<file path="config.mk">
export PLATFORM = sky130hd
export DESIGN_NAME = spi_frame_host
export DESIGN_NICKNAME = d
export VERILOG_FILES = /design/src/rtl/spi_host_pkg.sv /design/src/rtl/spi_phase_timer.sv /design/src/rtl/spi_budget_timer.sv /design/src/rtl/spi_shifter.sv /design/src/rtl/spi_frame_host.sv
export SDC_FILE = /design/constraint.sdc
export NUM_CORES = 1
export LEC_CHECK = 0
export BUFFER_PORTS_ARGS = -buffer_cell sky130_fd_sc_hd__buf_4
export CAP_MARGIN = 20
export CORE_ASPECT_RATIO = 0.5
export CORE_MARGIN = 3
export CORE_UTILIZATION = 51
export DETAILED_ROUTE_END_ITERATION = 10
export PLACE_DENSITY = 0.82
export SYNTH_ARGS = -nofsm -noshare
export SYNTH_HDL_FRONTEND = slang
export SYNTH_SLANG_ARGS = --single-unit
</file>
<file path="constraint.sdc">
create_clock -name clk -period 2 [get_ports clk]
set_clock_uncertainty 0.05 [all_clocks]
set_input_delay 0.4 -clock clk [delete_from_list [all_inputs] [get_ports clk]]
set_output_delay 0.4 -clock clk [all_outputs]
set_load 0.005 [all_outputs]
</file>
<file path="src/rtl/spi_host_pkg.sv">
package spi_host_pkg;
  typedef enum logic [2:0] {
    ST_IDLE,
    ST_SETUP,
    ST_LOW,
    ST_HIGH,
    ST_HOLD
  } seq_state_t;
endpackage

</file>
<file path="src/rtl/spi_phase_timer.sv">
// Counts cycles in the current phase; hit marks the final cycle of the phase.
module spi_phase_timer #(
  parameter int TW = 11
) (
  input  logic          clk,
  input  logic          rst,
  input  logic          clr,
  input  logic [TW-1:0] lim,
  output logic          hit
);
  logic [TW-1:0] cnt;

  always_ff @(posedge clk) begin
    if (rst || clr) cnt <= '0;
    else            cnt <= cnt + TW'(1);
  end

  assign hit = (cnt == lim);
endmodule

</file>
<file path="src/rtl/spi_budget_timer.sv">
// Counts cycles since the frame launched; over marks the last allowed cycle.
module spi_budget_timer #(
  parameter int FRAME_CYC = 500000
) (
  input  logic clk,
  input  logic rst,
  input  logic run,
  output logic over
);
  localparam int BW = $clog2(FRAME_CYC + 1);
  logic [BW-1:0] cnt;

  always_ff @(posedge clk) begin
    if (rst || !run)  cnt <= '0;
    else if (!over)   cnt <= cnt + BW'(1);
  end

  assign over = (cnt == BW'(FRAME_CYC - 1));
endmodule

</file>
<file path="src/rtl/spi_shifter.sv">
// One register serves both directions: the top bit goes out, the incoming bit enters at the bottom.
module spi_shifter #(
  parameter int NBITS = 24
) (
  input  logic             clk,
  input  logic             rst,
  input  logic             load,
  input  logic [NBITS-1:0] load_val,
  input  logic             shift,
  input  logic             din,
  output logic             msb,
  output logic [NBITS-1:0] word
);
  always_ff @(posedge clk) begin
    if (rst)        word <= '0;
    else if (load)  word <= load_val;
    else if (shift) word <= {word[NBITS-2:0], din};
  end

  assign msb = word[NBITS-1];
endmodule

</file>
<file path="src/rtl/spi_frame_host.sv">
module spi_frame_host
  import spi_host_pkg::*;
#(
  parameter int NBYTES    = 3,
  parameter int SETUP_CYC = 1120,
  parameter int HALF_CYC  = 358,
  parameter int FRAME_CYC = 500000
) (
  input  logic                  clk,
  input  logic                  rst,
  input  logic                  start_req,
  input  logic                  change_in,
  input  logic                  rdy_in,
  input  logic [NBYTES*8-1:0]   tx_word,
  input  logic                  miso,
  output logic                  cs_n,
  output logic                  sclk,
  output logic                  mosi,
  output logic [NBYTES*8-1:0]   rx_word,
  output logic                  done,
  output logic                  err
);
  localparam int NBITS = NBYTES * 8;
  localparam int BITW  = $clog2(NBITS + 1);
  localparam int LMAX  = (SETUP_CYC > HALF_CYC) ? SETUP_CYC : HALF_CYC;
  localparam int TW    = $clog2(LMAX + 1);
  localparam logic [TW-1:0] SETUP_LIM = TW'(SETUP_CYC - 1);
  localparam logic [TW-1:0] HALF_LIM  = TW'(HALF_CYC - 1);

  seq_state_t        state;
  logic              pend;
  logic [BITW-1:0]   bit_cnt;
  logic              hit, over, sh_msb;
  logic [NBITS-1:0]  sh_word;
  logic              busy, live, launch, abort, step, last_bit, shift_en;
  logic [TW-1:0]     lim;

  assign busy     = (state != ST_IDLE);
  assign live     = (state == ST_SETUP) || (state == ST_LOW) || (state == ST_HIGH);
  assign launch   = !busy && (pend || change_in) && rdy_in;
  assign abort    = (live && !rdy_in) || (busy && over);
  assign step     = busy && hit;
  assign last_bit = (bit_cnt == BITW'(NBITS - 1));
  assign shift_en = (state == ST_LOW) && step && !abort;
  assign lim      = (state == ST_SETUP) ? SETUP_LIM : HALF_LIM;

  spi_phase_timer #(.TW(TW)) u_phase (
    .clk (clk),
    .rst (rst),
    .clr (!busy || step),
    .lim (lim),
    .hit (hit)
  );

  spi_budget_timer #(.FRAME_CYC(FRAME_CYC)) u_budget (
    .clk  (clk),
    .rst  (rst),
    .run  (busy),
    .over (over)
  );

  spi_shifter #(.NBITS(NBITS)) u_shift (
    .clk      (clk),
    .rst      (rst),
    .load     (launch),
    .load_val (tx_word),
    .shift    (shift_en),
    .din      (miso),
    .msb      (sh_msb),
    .word     (sh_word)
  );

  always_ff @(posedge clk) begin
    if (rst) begin
      state   <= ST_IDLE;
      pend    <= 1'b0;
      bit_cnt <= '0;
      cs_n    <= 1'b1;
      sclk    <= 1'b1;
      mosi    <= 1'b0;
      rx_word <= '0;
      done    <= 1'b0;
      err     <= 1'b0;
    end else begin
      done <= 1'b0;
      err  <= 1'b0;
      if (start_req) pend <= 1'b1;
      if (abort) begin
        state <= ST_IDLE;
        cs_n  <= 1'b1;
        sclk  <= 1'b1;
        err   <= 1'b1;
      end else begin
        unique case (state)
          ST_IDLE: if (launch) begin
            state   <= ST_SETUP;
            cs_n    <= 1'b0;
            pend    <= 1'b0;
            bit_cnt <= '0;
          end
          ST_SETUP: if (hit) begin
            state <= ST_LOW;
            sclk  <= 1'b0;
            mosi  <= sh_msb;
          end
          ST_LOW: if (hit) begin
            sclk    <= 1'b1;
            bit_cnt <= bit_cnt + BITW'(1);
            state   <= last_bit ? ST_HOLD : ST_HIGH;
          end
          ST_HIGH: if (hit) begin
            state <= ST_LOW;
            sclk  <= 1'b0;
            mosi  <= sh_msb;
          end
          ST_HOLD: if (hit) begin
            state   <= ST_IDLE;
            cs_n    <= 1'b1;
            done    <= 1'b1;
            rx_word <= sh_word;
          end
          default: state <= ST_IDLE;
        endcase
      end
    end
  end
endmodule

</file>
== Yosys cells after proc, flatten, opt, wreduce, memory -nomap -nowiden ==
Cells that the tools add are included.
Cells by class
  add/subtract/negate cells: 3
  magnitude comparators: 0
  reduce and logical (&&, ||, !) cells: 32
  shifts and indexed selects: 0
  bitwise gates (word level): 2
  eq/ne operators: 11
  multipliers: 0
  multiplexer cells: 23
  divide/modulo/power cells: 0
Operators with widths (count)
  24-bit two-way mux: 2
  19-bit by 1-bit adder with 19-bit output, second input constant: 1
  19-bit equality test, second input constant: 1
  3-bit two-way mux: 5
  3-bit one-hot mux with 4 select lines: 1
  3-bit AND reduction: 4
  11-bit by 1-bit adder with 11-bit output, second input constant: 1
  11-bit equality test: 1
  11-bit two-way mux: 1
  5-bit two-way mux: 2
  5-bit one-hot mux with 2 select lines: 1
  1-bit two-way mux: 9
  4-bit AND reduction: 2
  2-bit nonzero test: 4
  1-bit logical AND: 7
  1-bit logical OR: 7
  3-bit by 2-bit equality test with 1-bit output, second input constant: 2
  2-bit inequality test, second input constant: 3
  5-bit by 1-bit adder with 5-bit output, second input constant: 1
  5-bit equality test, second input constant: 1
  1-bit one-hot mux with 2 select lines: 2
  2-bit OR reduction: 2
  3-bit by 1-bit equality test with 1-bit output, second input constant: 1
  3-bit equality test, second input constant: 1
  6 further kinds: 9
Word-level totals
  bits in registers: 92
  memory bits (read-only): 0
  memories: 0
  output and inout bits: 29
  logic and storage cells: 83
  bits of input ports: 30
  bits in latches: 0
  memory bits (writable): 0

== Depth between registers and ports, before layout ==
  depth in word-level cells: 9
  depth in mapped cells: 9
  depth with buffers taken out: 6

== Modules after synthesis ==
From an unflattened synthesis, not the netlist that was laid out.
Second synthesis, totals
  cells, all modules: 480
  area total of the unflattened synthesis: 4425.5 um^2
Modules (own cells, without submodules)
  spi_frame_host: times used 1, sequential area each 760.7 um^2, cells an instance 193, area an instance 1627.8 um^2
  spi_shifter: times used 1, sequential area each 480.5 um^2, cells an instance 107, area an instance 1241.2 um^2
  spi_budget_timer: times used 1, sequential area each 380.4 um^2, cells an instance 113, area an instance 960.9 um^2
  spi_phase_timer: times used 1, sequential area each 220.2 um^2, cells an instance 67, area an instance 595.6 um^2

== Worst setup path before layout ==
Ideal clock, no wire load.
  kind: register -> register
  start: register u_budget.cnt[0]
  end: register mosi
  arrival time: 1.799 ns
  required time: 1.818 ns
  setup slack: 0.019 ns
  setup time: 0.132 ns
  clock period less this slack: 1.981 ns
  cell stages (with the launch flop): 10
  cell sequence: dfxtp_1 -> ha_1 -> and2_1 -> buf_2 -> nand4_1 -> or2_2 -> buf_2 -> buf_1 -> nand4_1 -> a21oi_1
On the way
  longest elaborated chain between the ends: 5
Ends and longest elaborated chain
  from (decl): line spi_budget_timer.sv:11  | logic [BW-1:0] cnt;
  from (signal assigned): line spi_budget_timer.sv:15  | else if (!over) cnt <= cnt + BW'(1);
  19-bit equality test: line spi_budget_timer.sv:18  | assign over = (cnt == BW'(FRAME_CYC - 1));
  1-bit logical AND: line spi_frame_host.sv:41  | assign abort = (live && !rdy_in) || (busy && over);
  1-bit logical OR: line spi_frame_host.sv:41
  1-bit NOT (no line)
  3-bit AND reduction (no line)
  to (signal assigned): line spi_frame_host.sv:104  | mosi <= sh_msb;
  to (signal assigned): line spi_frame_host.sv:114  | mosi <= sh_msb;
  to (decl): line spi_frame_host.sv:18  | output logic mosi,
Every way passes these cells.
A chain may end at the register's enable or synchronous reset.

== Worst setup path after layout ==
  start: register u_phase.cnt[0]
  end: register state[1]
On the way
  longest elaborated chain between the ends: 3
  elaborated cells between the ends (all ways): 5
Ends and longest elaborated chain
  from (decl): line spi_phase_timer.sv:11  | logic [TW-1:0] cnt;
  from (signal assigned): line spi_phase_timer.sv:15  | else cnt <= cnt + TW'(1);
  11-bit equality test (*): line spi_phase_timer.sv:18  | assign hit = (cnt == lim);
  2-bit inequality test (no line) or 2-bit by 1-bit inequality test with 1-bit output (tied branches)
  4-bit AND reduction (no line) (*)
  to (signal assigned): line spi_frame_host.sv:109  | state <= last_bit ? ST_HOLD : ST_HIGH;
  to (decl): line spi_frame_host.sv:30  | seq_state_t state;
Every way passes the cells marked *; elsewhere a longest branch is shown, timed or not.

==> out/metrics.csv <==
metric;value;unit
slew_viol_final;0;
dpl_worst_slack;0.0257;ns
ys_warn_count;0;
top_layer_used;met4;
ys_ff_latch;92;
clock-sinks;92;
initial_core_util;54.9;%
syn-num-nets;531;
p_sw;0.000869;W
vias;4196;
period_minus_slack;2.00;ns
ys_async_sr_fraction;0;%
switching_share;22.8;%
synth.most_common_cell;dfxtp_1;
drc_errors;0;
h-tree-depth;3;
ys_types;51;
ir_drop;427;uV
cts_tree;yes;
ys_seq_area_share;43.9;%
synthXorXnorAreaFrac;5.01;%
synth_top_area_cell;dfxtp_1;
antenna_found_initial;0;
fp.dieW;134;um
cts_buffers;9;
grt_pass1_wl;18200;um
status;finished, final reports clean;
nFillCells;582;
synth.area.top_cells;dfxtp_1 (44%), nand4_1 (7.9%), o21ai_0 (4.3%);
worst_setup_path_end_kind;flop;
grt_pass1_vias;3840;
power.share.clock;44.0;%
synth-simple-area-share;24.7;%
synth_compound_area_share;19.6;%
tightest_slew;0.456;ns
fmax;501;MHz
worstPathCellList;and3_1 > and4_2 > o21ai_4 > o21ai_0 > a2111oi_2;
required;2.18;ns
synth.top_cell.area_share;43.9;%
criticalPathCategory;flop to flop;
synth_top_family_by_area;simple AND/OR/NAND/NOR gates;
insertion_delay;0.35;ns
gp_congestion;0.923;
nNetsFinal;598;
row_count;22;
wire_per_inst;16.9;um
stdcell_count;677;
critPathLaunchType;flop;
hold_violations;0;
worst_hold_path_type;input port to flop;
core_area;0.00765;sq mm
cts_hold_buf;0;
area_growth_syn_to_layout;27.9;%
synth_common_cells;dfxtp_1 (92), nand4_1 (53), nor2_1 (46);
grt_use_total;23.5;%
syn_area;0.00420;sq mm
synth.area.mux_share;0.238;%
root_buffer;clkbuf_16;
avgViaCountPerCell;6.20;
clockBufferDepth;2;
fin_total_pwr;0.00381;W
antenna_cells;0;
dieHeight;70.2;um
powerDensity;710;mW/mm^2
max_stage_delay;0.43;ns
synth_ff_type;dfxtp_1;
met1_length;4840;um
first_pass_iters;5;
relSlewSlack;69.3;%
synth_edf_count;0;
drtIter0Drc;376;
cp_data_arrival_time;2.17;ns
setup_viol;0;
cp_max_fo;8;
wl;11400;um
clk_pin_slew;0.06;ns
finalWorstSetupSlack;0.00358;ns
antenna_left;0;
syn_inst;498;
overflow;0;
p_leak;1.91;nW
intPower;0.00294;W
die_area;0.00942;sq mm
max_cap_violations;0;
port_buffers;58;
combPwrFrac;5.8;%
met2_length;5490;um
p_seq_share;50.1;%
place_inst;657;
synth_fa_ha_area_share;0.894;%
multiInputGateArea;0.00220;sq mm
drive_gt1_share;24.8;%
pin_count;59;
regArea;0.00185;sq mm
syn_area_per_cell;8.43;sq um
grt_max_degree;49;
slowest_stage;a2111oi_2;
dr_wl_met3;783;um
dp_hpwl;7300;um
min_period_over_period;99.8;%
hold_slack;0.252;ns
cells by family (layout without fill, tap and decap cells):
family,Yosys count,count (layout)
multiplexers,1,1
AO/OA/AOI/OAI,134,134
XOR/XNOR,24,24
flip-flops,92,92
adder cells (fa/ha/maj),3,3
buffers and inverters,55,126
AND/OR/NAND/NOR,189,189
worst max-delay path, delay by kind of cell (launching register included):
kind	cells	cell delay (ns)
AOI/OAI and AO/OA	3	0.97
DFF	1	0.36
and+or+nand+nor	2	0.49
registers in the layout, summed over array words and instances, names as in the netlist:
signal	count
done	1
u_shift.word	24
err	1
mosi	1
cs_n	1
bit_cnt	5
u_phase.cnt	11
rx_word	24
u_budget.cnt	19
sclk	1
state	3
pend	1
layer usage:
layer	track usage, %	vias up
li1	-	1972
met1	29.2	2029
met2	38.0	167
met3	6.40	28
met4	11.1	0
met5	0	-
final timing paths:
kind / startpoint / to / slack, ns / cells past startpoint
setup reg to reg: u_phase.cnt[0] / state[1] / 0.004 / 5
hold reg to reg: rx_word[1] / rx_word[1] / 0.42 / 2
setup / recovery: u_phase.cnt[0] / state[1] / 0.004 / 5
hold / removal: rst / bit_cnt[1] / 0.25 / 2
power by group through the flow:
stage,Combinational [W],Clock [W],Sequential [W]
finish,0.000223,0.00168,0.00191
global route,0.000245,0.00178,0.00191
CTS,0.000219,0.00170,0.00191
detailed placement,0.000218,0,0.00195
global placement,0.000215,0,0.00195
floorplan,0.000120,0,0.00194
through the flow:
step	utilization (%)	instance area (sq um)	TNS (ns)
after detailed placement	64.5	4930	0
after floorplan	-	4200	0
final	70.2	5370	0
after CTS	68.4	5240	0
after global routing	70.2	5370	-0.113
after global placement	64.5	4930	0
cell type report:
cell class	count	share of cell area, %
clock buffer	9	4.19
clock inverter	6	1.21
inverter	10	0.699
multi-input combinational	351	41.0
sequential	92	34.4
tap	108	2.52
timing repair buffer	101	16.0
timing repair:
action                                  4_1_cts  5_1_grt
pin swaps                                     1        7
setup buffers                                 1        3
endpoints found under the hold margin         0        0
cloned                                        0        1
endpoints found under the setup margin       42       55
resized for setup                             1       20
placed cells by master (no fill, tap or decap), types with 14 or more instances in the layout:
master and instances:
a31oi_1 19, o211ai_1 23, nor2_1 46, o21ai_0 36, nand4_1 53, a21oi_1 33
xnor2_1 14, dfxtp_1 89, nand2_1 29, buf_4 92, nand3_1 15
(Power assumes the default switching activity.)
